[src/rtl/clkcfg_pkg.sv]
package clkcfg_pkg;
  localparam int BYTE_W = 8;

  typedef enum logic [2:0] {
    S_IDLE,
    S_ADDR,
    S_ADDR_ACK,
    S_WDATA,
    S_WACK,
    S_RDATA,
    S_RACK
  } bus_state_e;

  // positions of decoded fields inside the packed live word
  localparam int FDIV_MSB  = 2 * BYTE_W + 6;
  localparam int FDIV_W    = 5;
  localparam int SS_BIT    = 2 * BYTE_W + 1;
  localparam int BYP_BIT   = 2 * BYTE_W;
  localparam int RATE_BIT  = 3 * BYTE_W + 7;
endpackage

[src/rtl/i2c_line_sync.sv]
module i2c_line_sync #(
  parameter int STAGES = 2
) (
  input  logic clk,
  input  logic rst_n,
  input  logic scl_i,
  input  logic sda_i,
  output logic scl_lvl,
  output logic sda_lvl,
  output logic scl_rise,
  output logic scl_fall,
  output logic start_det,
  output logic stop_det
);
  logic [STAGES-1:0] scl_ff, sda_ff;
  logic scl_prev, sda_prev;

  // idle bus level is high, so the chains reset high to avoid false edges
  always_ff @(posedge clk or negedge rst_n) begin
    if (!rst_n) begin
      scl_ff   <= '1;
      sda_ff   <= '1;
      scl_prev <= 1'b1;
      sda_prev <= 1'b1;
    end else begin
      scl_ff   <= {scl_ff[STAGES-2:0], scl_i};
      sda_ff   <= {sda_ff[STAGES-2:0], sda_i};
      scl_prev <= scl_ff[STAGES-1];
      sda_prev <= sda_ff[STAGES-1];
    end
  end

  always_comb begin
    scl_lvl   = scl_ff[STAGES-1];
    sda_lvl   = sda_ff[STAGES-1];
    scl_rise  = scl_lvl & ~scl_prev;
    scl_fall  = ~scl_lvl & scl_prev;
    start_det = scl_lvl & scl_prev & sda_prev & ~sda_lvl;
    stop_det  = scl_lvl & scl_prev & ~sda_prev & sda_lvl;
  end
endmodule

[src/rtl/i2c_target_fsm.sv]
module i2c_target_fsm
  import clkcfg_pkg::*;
#(
  parameter int         NBYTES = 4,
  parameter logic [6:0] ADDR_A = 7'b1001100,
  parameter logic [6:0] ADDR_B = 7'b1001110,
  localparam int        IDX_W  = $clog2(NBYTES + 1),
  localparam int        RIDX_W = (NBYTES > 1) ? $clog2(NBYTES) : 1
) (
  input  logic                     clk,
  input  logic                     rst_n,
  input  logic                     scl_lvl,
  input  logic                     sda_lvl,
  input  logic                     scl_rise,
  input  logic                     scl_fall,
  input  logic                     start_det,
  input  logic                     stop_det,
  input  logic                     addr_sel,
  input  logic [NBYTES*BYTE_W-1:0] rd_data,
  output logic                     sda_low,
  output logic                     stage_we,
  output logic [RIDX_W-1:0]        stage_idx,
  output logic [BYTE_W-1:0]        stage_data,
  output logic                     commit
);
  localparam logic [IDX_W-1:0]  WCNT_FULL = IDX_W'(NBYTES);
  localparam logic [RIDX_W-1:0] RIDX_LAST = RIDX_W'(NBYTES - 1);

  bus_state_e        state_q, state_n;
  logic [3:0]        bitcnt_q, bitcnt_n;
  logic [7:0]        shreg_q, shreg_n;
  logic [7:0]        txreg_q, txreg_n;
  logic [IDX_W-1:0]  wcnt_q, wcnt_n;
  logic [RIDX_W-1:0] ridx_q, ridx_n, ridx_nxt;
  logic              is_read_q, is_read_n;
  logic              mack_q, mack_n;
  logic              sda_low_q, sda_low_n;
  logic [6:0]        my_addr;
  logic [7:0]        rd_byte0, rd_byte_nxt;

  assign my_addr     = addr_sel ? ADDR_B : ADDR_A;
  assign ridx_nxt    = (ridx_q == RIDX_LAST) ? '0 : ridx_q + 1'b1;
  assign rd_byte0    = rd_data[BYTE_W-1:0];
  assign rd_byte_nxt = rd_data[{ridx_nxt, 3'b000} +: BYTE_W];

  always_comb begin
    state_n    = state_q;
    bitcnt_n   = bitcnt_q;
    shreg_n    = shreg_q;
    txreg_n    = txreg_q;
    wcnt_n     = wcnt_q;
    ridx_n     = ridx_q;
    is_read_n  = is_read_q;
    mack_n     = mack_q;
    sda_low_n  = sda_low_q;
    stage_we   = 1'b0;
    stage_idx  = wcnt_q[RIDX_W-1:0];
    stage_data = shreg_q;
    commit     = 1'b0;

    if (start_det) begin
      state_n   = S_ADDR;
      bitcnt_n  = '0;
      wcnt_n    = '0;
      sda_low_n = 1'b0;
    end else if (stop_det) begin
      if ((state_q == S_WDATA || state_q == S_WACK) && wcnt_q == WCNT_FULL)
        commit = 1'b1;
      state_n   = S_IDLE;
      sda_low_n = 1'b0;
    end else begin
      unique case (state_q)
        S_ADDR: begin
          if (scl_rise) begin
            shreg_n  = {shreg_q[6:0], sda_lvl};
            bitcnt_n = bitcnt_q + 4'd1;
          end else if (scl_fall && bitcnt_q == 4'd8) begin
            if (shreg_q[7:1] == my_addr) begin
              state_n   = S_ADDR_ACK;
              sda_low_n = 1'b1;
              is_read_n = shreg_q[0];
            end else begin
              state_n   = S_IDLE;
              sda_low_n = 1'b0;
            end
          end
        end
        S_ADDR_ACK: begin
          if (scl_fall) begin
            bitcnt_n = '0;
            if (is_read_q) begin
              state_n   = S_RDATA;
              ridx_n    = '0;
              txreg_n   = rd_byte0;
              sda_low_n = ~rd_byte0[7];
            end else begin
              state_n   = S_WDATA;
              sda_low_n = 1'b0;
            end
          end
        end
        S_WDATA: begin
          if (scl_rise) begin
            shreg_n  = {shreg_q[6:0], sda_lvl};
            bitcnt_n = bitcnt_q + 4'd1;
          end else if (scl_fall && bitcnt_q == 4'd8) begin
            state_n = S_WACK;
            if (wcnt_q < WCNT_FULL) begin
              stage_we  = 1'b1;
              wcnt_n    = wcnt_q + 1'b1;
              sda_low_n = 1'b1;
            end
          end
        end
        S_WACK: begin
          if (scl_fall) begin
            state_n   = S_WDATA;
            bitcnt_n  = '0;
            sda_low_n = 1'b0;
          end
        end
        S_RDATA: begin
          if (scl_rise) begin
            bitcnt_n = bitcnt_q + 4'd1;
          end else if (scl_fall) begin
            if (bitcnt_q == 4'd8) begin
              state_n   = S_RACK;
              sda_low_n = 1'b0;
            end else begin
              txreg_n   = {txreg_q[6:0], 1'b0};
              sda_low_n = ~txreg_q[6];
            end
          end
        end
        S_RACK: begin
          if (scl_rise) begin
            mack_n = ~sda_lvl;
          end else if (scl_fall) begin
            if (mack_q) begin
              state_n   = S_RDATA;
              bitcnt_n  = '0;
              ridx_n    = ridx_nxt;
              txreg_n   = rd_byte_nxt;
              sda_low_n = ~rd_byte_nxt[7];
            end else begin
              state_n   = S_IDLE;
              sda_low_n = 1'b0;
            end
          end
        end
        default: begin
          sda_low_n = 1'b0;
        end
      endcase
    end
  end

  always_ff @(posedge clk or negedge rst_n) begin
    if (!rst_n) begin
      state_q   <= S_IDLE;
      bitcnt_q  <= '0;
      shreg_q   <= '0;
      txreg_q   <= '0;
      wcnt_q    <= '0;
      ridx_q    <= '0;
      is_read_q <= 1'b0;
      mack_q    <= 1'b0;
      sda_low_q <= 1'b0;
    end else begin
      state_q   <= state_n;
      bitcnt_q  <= bitcnt_n;
      shreg_q   <= shreg_n;
      txreg_q   <= txreg_n;
      wcnt_q    <= wcnt_n;
      ridx_q    <= ridx_n;
      is_read_q <= is_read_n;
      mack_q    <= mack_n;
      sda_low_q <= sda_low_n;
    end
  end

  assign sda_low = sda_low_q;

  // the pull-down only moves while the synchronised clock is low
  p_drive_scl_low_r11: assert property (@(posedge clk) disable iff (!rst_n)
    (sda_low_q != $past(sda_low_q)) |-> !scl_lvl);

  // an idle target never holds the line
  p_idle_release_r3: assert property (@(posedge clk) disable iff (!rst_n)
    (state_q == S_IDLE) |-> !sda_low_q);

  // the address acknowledge is in place when its clock rises
  p_addr_ack_hold_r2: assert property (@(posedge clk) disable iff (!rst_n)
    (state_q == S_ADDR_ACK && scl_rise) |-> sda_low_q);
endmodule

[src/rtl/cfg_reg_bank.sv]
module cfg_reg_bank
  import clkcfg_pkg::*;
#(
  parameter int                       NBYTES      = 4,
  parameter logic [NBYTES*BYTE_W-1:0] RESET_VALUE = 32'h53A0FFF7,
  localparam int                      RIDX_W      = (NBYTES > 1) ? $clog2(NBYTES) : 1
) (
  input  logic                     clk,
  input  logic                     rst_n,
  input  logic                     stage_we,
  input  logic [RIDX_W-1:0]        stage_idx,
  input  logic [BYTE_W-1:0]        stage_data,
  input  logic                     commit,
  output logic [NBYTES*BYTE_W-1:0] live
);
  logic [BYTE_W-1:0]        stage_q [NBYTES];
  logic [NBYTES*BYTE_W-1:0] live_q;

  for (genvar i = 0; i < NBYTES; i++) begin : g_byte
    logic stage_en;
    assign stage_en = stage_we && (stage_idx == RIDX_W'(i));

    always_ff @(posedge clk or negedge rst_n) begin
      if (!rst_n) stage_q[i] <= '0;
      else if (stage_en) stage_q[i] <= stage_data;
    end

    always_ff @(posedge clk or negedge rst_n) begin
      if (!rst_n) live_q[i*BYTE_W +: BYTE_W] <= RESET_VALUE[i*BYTE_W +: BYTE_W];
      else if (commit) live_q[i*BYTE_W +: BYTE_W] <= stage_q[i];
    end
  end

  assign live = live_q;

  // live bytes hold unless a commit was issued
  p_live_hold_r4: assert property (@(posedge clk) disable iff (!rst_n)
    !commit |=> $stable(live_q));
endmodule

[src/rtl/clkcfg_i2c_target.sv]
module clkcfg_i2c_target
  import clkcfg_pkg::*;
#(
  parameter int                       NBYTES      = 4,
  parameter int                       SYNC_STAGES = 2,
  parameter logic [6:0]               ADDR_A      = 7'b1001100,
  parameter logic [6:0]               ADDR_B      = 7'b1001110,
  parameter logic [NBYTES*BYTE_W-1:0] RESET_VALUE = 32'h53A0FFF7,
  localparam int                      CFG_W       = NBYTES * BYTE_W,
  localparam int                      RIDX_W      = (NBYTES > 1) ? $clog2(NBYTES) : 1
) (
  input  logic              clk,
  input  logic              rst_n,
  input  logic              scl_i,
  input  logic              sda_i,
  input  logic              addr_sel_i,
  output logic              sda_drive_low_o,
  output logic [CFG_W-1:0]  cfg_o,
  output logic [FDIV_W-1:0] fdiv_code_o,
  output logic              ss_en_o,
  output logic              bypass_o,
  output logic              sel_100m_o
);
  logic [1:0]        rst_ff;
  logic              rst_core_n;
  logic              scl_lvl, sda_lvl, scl_rise, scl_fall, start_det, stop_det;
  logic              stage_we, commit;
  logic [RIDX_W-1:0] stage_idx;
  logic [BYTE_W-1:0] stage_data;
  logic [CFG_W-1:0]  live;

  // asynchronous assert, synchronous release
  always_ff @(posedge clk or negedge rst_n) begin
    if (!rst_n) rst_ff <= '0;
    else        rst_ff <= {rst_ff[0], 1'b1};
  end
  assign rst_core_n = rst_ff[1];

  i2c_line_sync #(.STAGES(SYNC_STAGES)) u_sync (
    .clk(clk), .rst_n(rst_core_n), .scl_i(scl_i), .sda_i(sda_i),
    .scl_lvl(scl_lvl), .sda_lvl(sda_lvl), .scl_rise(scl_rise),
    .scl_fall(scl_fall), .start_det(start_det), .stop_det(stop_det)
  );

  i2c_target_fsm #(.NBYTES(NBYTES), .ADDR_A(ADDR_A), .ADDR_B(ADDR_B)) u_fsm (
    .clk(clk), .rst_n(rst_core_n), .scl_lvl(scl_lvl), .sda_lvl(sda_lvl),
    .scl_rise(scl_rise), .scl_fall(scl_fall), .start_det(start_det),
    .stop_det(stop_det), .addr_sel(addr_sel_i), .rd_data(live),
    .sda_low(sda_drive_low_o), .stage_we(stage_we), .stage_idx(stage_idx),
    .stage_data(stage_data), .commit(commit)
  );

  cfg_reg_bank #(.NBYTES(NBYTES), .RESET_VALUE(RESET_VALUE)) u_bank (
    .clk(clk), .rst_n(rst_core_n), .stage_we(stage_we), .stage_idx(stage_idx),
    .stage_data(stage_data), .commit(commit), .live(live)
  );

  always_comb begin
    cfg_o       = live;
    fdiv_code_o = live[FDIV_MSB -: FDIV_W];
    ss_en_o     = live[SS_BIT];
    bypass_o    = live[BYP_BIT];
    sel_100m_o  = live[RATE_BIT];
  end
endmodule

[config.mk]
export PLATFORM = sky130hd
export DESIGN_NAME = clkcfg_i2c_target
export DESIGN_NICKNAME = d
export VERILOG_FILES = /design/src/rtl/clkcfg_pkg.sv /design/src/rtl/i2c_line_sync.sv /design/src/rtl/i2c_target_fsm.sv /design/src/rtl/cfg_reg_bank.sv /design/src/rtl/clkcfg_i2c_target.sv
export SDC_FILE = /design/constraint.sdc
export NUM_CORES = 1
export LEC_CHECK = 0
export BUFFER_PORTS_ARGS = -buffer_cell sky130_fd_sc_hd__buf_2
export CAP_MARGIN = 10
export CORE_MARGIN = 2
export CORE_UTILIZATION = 48
export DETAILED_ROUTE_END_ITERATION = 7
export PLACE_DENSITY = 0.65
export SYNTH_ARGS = -nofsm -noshare
export SYNTH_HDL_FRONTEND = slang
export SYNTH_SLANG_ARGS = --single-unit
export TNS_END_PERCENT = 30
[constraint.sdc]
create_clock -name clk -period 6.9 [get_ports clk]
set_clock_uncertainty 0.1 [all_clocks]
set_input_delay 1.38 -clock clk [delete_from_list [all_inputs] [get_ports clk]]
set_output_delay 1.38 -clock clk [all_outputs]
set_load 0.02 [all_outputs]
# Word level (Yosys, flattened, before mapping)
# Cells that the tools add are included.
# classes
n_lt_le_gt_ge	1
n_eq_ne	40
reduce_logical	27
addsub	3
mux	75
shift	1
bitwise	17
# op_table
operator	n
$mux W3	21
$mux W7	8
$shiftx A32 B6 Y8	1
$mux W4	7
$mux W1	26
$ne A4 B3 Y1 const B	6
$ne A4 B4 Y1 const B	6
$reduce_and A11 Y1	2
$pmux W7 S3	1
$pmux W3 S6	1
$mux W2	8
$eq A3 B3 Y1 const B	4
$ne A2 B1 Y1 const B	6
$pmux W4 S3	1
$reduce_and A12 Y1	1
$not A1 Y1	10
$ne A2 B2 Y1 const B	4
$reduce_and A4 Y1	2
$reduce_and A8 Y1	1
$reduce_bool A2 Y1	4
$reduce_bool A8 Y1	1
$and A1 B1 Y1	7
$eq A7 B7 Y1	1
$reduce_and A7 Y1	1
other kinds (23)	34
# totals
inputBits	5
wordCells	186
register_bits	102

# Depth between registers and ports, before layout
# logic_depth
depth_word	10
mapped_depth	8
mapped_depth_nobuf	7

# Modules after synthesis
# From an unflattened synthesis, not the netlist that was laid out.
# hier_totals
hier_cells	383
hier_area_um2	4857.2
# modules_own_cells
mod	cells_each	seq_area_each_um2	area_per_inst_um2	n_inst
cfg_reg_bank	136	1627.8	2418.6	1
i2c_target_fsm	226	750.7	2134.5	1
i2c_line_sync	10	157.7	190.2	1
clkcfg_i2c_target	11	50.0	113.9	1

# Least setup slack after synthesis
# Ideal clock, no wire load.
# synth_path
path_kind	input-to-reg
from	in addr_sel_i
to	reg u_fsm.sda_low_q, in the netlist u_fsm.sda_low
slack_ns	4.185
setup_ns	0.092
cell_stages	5
path_buffers	0
arrival_time_ns	2.523
cell_sequence	xnor2_1 > and4b_1 > a2111oi_0 > or4_1 > o31ai_2
# synth_between
elab_chain_len	8
# synth_lines
item	line	text
start, declared	clkcfg_i2c_target.sv:16	input logic addr_sel_i,
$mux W2	i2c_target_fsm.sv:41	assign my_addr = addr_sel ? ADDR_B : ADDR_A;
$eq A7 B7 Y1	i2c_target_fsm.sv:78	if (shreg_q[7:1] == my_addr) begin
$mux W1	i2c_target_fsm.sv:78	
$mux W1	i2c_target_fsm.sv:77	end else if (scl_fall && bitcnt_q == 4'd8) begin
$mux W1	i2c_target_fsm.sv:74	if (scl_rise) begin
$pmux W1 S6	i2c_target_fsm.sv:72	unique case (state_q)
$mux W1	i2c_target_fsm.sv:66	end else if (stop_det) begin
$mux W1	i2c_target_fsm.sv:61	if (start_det) begin
end signal, assigned	i2c_target_fsm.sv:178	sda_low_q <= sda_low_n;
end, declared	i2c_target_fsm.sv:37	logic sda_low_q, sda_low_n;
# No other way between the ends. The select of a mux whose other input is x is not followed.
# A chain may end at the register's enable or synchronous reset.

# Worst setup path after layout
# layout_path
from	reg u_fsm.ridx_q[0]
to	reg u_fsm.sda_low_q, in the netlist u_fsm.sda_low
# layout_between
elab_chain_len	10
elab_cells_between_ends	11
cone_classes	add/sub: 1; eq/ne: 1; shift: 1; mux: 7; bitwise: 1
# layout_lines
item	line	text
start, declared	i2c_target_fsm.sv:34	logic [RIDX_W-1:0] ridx_q, ridx_n, ridx_nxt;
start signal, assigned	i2c_target_fsm.sv:175	ridx_q <= ridx_n;
$add A2 B1 Y2 / $eq A2 B2 Y1 (equally long branches)	i2c_target_fsm.sv:42	assign ridx_nxt = (ridx_q == RIDX_LAST) ? '0 : ridx_q + 1'b1;
$mux W2 *	i2c_target_fsm.sv:42	
$shiftx A32 B6 Y8 *	i2c_target_fsm.sv:44	assign rd_byte_nxt = rd_data[{ridx_nxt, 3'b000} +: BYTE_W];
$not A1 Y1 *	i2c_target_fsm.sv:144	sda_low_n = ~rd_byte_nxt[7];
$mux W1 *	i2c_target_fsm.sv:139	if (mack_q) begin
$mux W1 *	i2c_target_fsm.sv:138	end else if (scl_fall) begin
$mux W1 *	i2c_target_fsm.sv:136	if (scl_rise) begin
$pmux W1 S6 *	i2c_target_fsm.sv:72	
$mux W1 *	i2c_target_fsm.sv:66	
$mux W1 *	i2c_target_fsm.sv:61	
# Mark *: on every way between the ends. The rest lies on a longest branch, timed or not. The select of a mux whose other input is x is not followed.

==> flow_summary.ini <==
[sta]
final_max_slew_viol_count = 0
setup_violations = 0
min_period_ns = 2.96
max_freq_mhz = 338
slew_headroom_pct = 41.0
tightestPinTransition_ns = 0.879
fin_crit_sh_pct = 42.9
rsz0062_at_grt = false
final.setup.tns_ns = 0
finalHoldViolCount = 0

[clock_tree]
cts_num_sinks = 102
htree_levels = 3
ctsHoldBuffers = 0
postCtsSetupBuffers = 0
cts_tree = built
clk_latency_ns = 0.36
cts.path.max_buffers = 2
cts_root_buffer = clkbuf_8
numCtsBuffers = 9
clkTransAtPathRegs_ns = 0.10
cts-resized-gates = 0

[worst_setup_path]
worst_path_max_delay_cell = ha_1
cp-start-kind = register
endpoint_kind = register
crit_type = reg -> reg
required_ns = 7.08
slowest_delay_ns = 0.76
crit_chain = ha_1 > mux4_2 > nor3_2 > a2111oi_0 > or4_1 > o31ai_2
worstPathMaxFanout = 13
worstPathArrival_ns = 3.14

[logic_synthesis]
synth_top_area_share_pct = 39.1
synth_area_mm2 = 0.00480
ys.flop_type = dfrtp_1
yosysWarnings = 0
syn_avg_cell_area_um2 = 12.3
yosysTopAreaCell = dfrtp_1
synthCells = 391
ys_top_cells_by_area = dfrtp_1 (39%), mux2_1 (17%), dfstp_2 (15%)
netlist-cell-type-count = 56
synth_enable_flop_cells = 0
synth_fp_nets = 403
yosysSeqAreaShare_pct = 53.9
async_reset_ff_share_pct = 100
ys_ff_latch = 102

[route]
routed_wl_um = 9980
drt_iter0_markers = 146
vias = 3188
met1_length_um = 4780
vias_per_cell = 5.65
firstDrtPassIters = 4
wl_met2_um = 4620
top_layer = met4
met3_length_um = 432
wl_per_cell_um = 17.7
antenna_left = 0
drc = 0

[power]
irDropWorstVdd_uv = 132
power_density_mw_per_mm2 = 203
finalPower_w = 0.00107
power_leakage_nw = 2.60

[grt]
overflow = 0
grt_usage_pct = 19.0
antenna_found_initial = 0
grt_max_degree = 61
grt_pass1_wl_um = 16300
first_global_vias = 3005

[placement]
hpwl_um = 6890
place.gp.congestion = 0.939
port_buffers = 45
place_area_mm2 = 0.00508
placed_cells = 548

[die]
die-height_um = 104
die_area_mm2 = 0.0108
core-area_mm2 = 0.00973
die_w_um = 104
initial_core_util_pct = 49.3
boundaryPins = 46
rows = 36

[cells_and_area]
area_delta_synth_final_pct = 10.3
ff_latch_area_mm2 = 0.00259
nets = 438
n_antenna_cell = 0
drive_above_1_share_pct = 24.1
multi_input_area_mm2 = 0.00204
fin_area_mm2 = 0.00529
instances_no_fill = 564
fillers = 873

[status]
status = complete, no violations

[run]
drv_cap = 0

[worst_hold_path]
hp-class = reg -> async
stage by stage:
stage / setup slack, ns / hold slack [ns] / util [%]
2_1_floorplan: 3.80 / 0.231 / -
3_3_place_gp: 3.93 / 0.233 / 52.2
3_5_place_dp: 3.94 / 0.240 / 52.2
4_1_cts: 3.92 / 0.251 / 54.4
5_1_grt: 3.70 / 0.271 / 54.4
6_report: 3.94 / 0.217 / 54.4
synth_stat cells, types with 3 or more instances:
cell type,count
nor3_1,4
a221oi_1,3
mux2_1,73
mux2i_1,6
buf_2,3
ha_1,7
buf_4,8
a211oi_1,5
nor2_1,17
o31ai_1,4
nor2b_1,6
dfrtp_1,75
a22o_1,4
a22oi_1,3
dfstp_2,27
inv_1,11
o22ai_1,4
nand3_1,6
mux2_2,5
and3_1,3
mux4_2,4
nand2b_1,4
nand2_1,34
o21ai_1,11
o21ai_0,11
clkbuf_1,11
o21a_1,5
and2_1,3
state kept, by name, summed over array words and instances (netlist names):
register,flops
rst_ff,2
u_fsm.is_read_q,1
u_fsm.bitcnt_q,4
u_bank.live,32
u_fsm.state_q,3
u_sync.scl_ff,2
u_fsm.sda_low,1
u_fsm.stage_data,8
u_fsm.mack_q,1
u_sync.sda_prev,1
u_sync.scl_prev,1
u_fsm.txreg_q,7
u_fsm.ridx_q,2
u_fsm.wcnt_q,3
u_sync.sda_ff,2
u_bank.stage_q,32
area by class of cell:
class	count	area share, %
Multi-Input combinational cell	254	38.5
Tap cell	133	3.14
Inverter	12	0.851
Sequential cell	102	48.9
Clock buffer	12	2.93
Timing Repair Buffer	47	4.54
Clock inverter	4	1.06
path summary, 6_finish.rpt:
check | from | to | slack, ns | cells past startpoint
setup reg to reg | u_fsm.ridx_q[0] | u_fsm.sda_low | 3.94 | 6
min in group clk | rst_ff[0] | rst_ff[1] | 0.26 | 0
setup / recovery | u_fsm.ridx_q[0] | u_fsm.sda_low | 3.94 | 6
hold reg to reg | rst_ff[1] | u_bank.live[31] | 0.22 | 0
max in group asynchronous | rst_ff[1] | u_bank.live[18] | 5.33 | 1
hold / removal | rst_ff[1] | u_bank.live[31] | 0.22 | 0
metal layers:
metal	up-vias	track usage (%)
met2	90	29.2
met4	0	6.37
met5	-	0
met3	17	2.88
met1	1590	27.6
li1	1491	-
critical path: cells and delay by family, from the launching register on:
kind            cells  cell delay (ns)
compound gates      2             0.26
mux                 1             0.43
simple gates        2             0.69
fa+ha+maj           1             0.76
flops               1             0.63
cells by family (layout without fill, tap and decap cells):
family                     Yosys count  in the layout  share of synthesized area [%]
AOI/OAI and AO/OA                   66             66                           9.49
adders and majority gates            7              7                           1.82
other                                1              1                         0.0781
muxes                               88             88                           21.4
xor gates and xnor gates             2              2                          0.365
buffers and inverters               35             75                           3.60
and+or+nand+nor                     90             90                           9.33
DFF                                102            102                           53.9
layout by cell type (no fill, tap or decap), drive strengths merged, types with 6 or more instances in the layout:
master / instances
mux2: 78
dfrtp: 75
buf: 47
nand2: 34
dfstp: 27
o21ai: 22
nor2: 17
inv: 12
clkbuf: 12
ha: 7
nor2b: 6
mux2i: 6
nand3: 6
nor3: 6
report_power, final:
part / switching, W / internal, W
logic: 0.0000250 / 0.0000169
registers: 0.0000277 / 0.000611
clock network: 0.000202 / 0.000190
total: 0.000255 / 0.000818
Power figures use the tool's default switching activity.
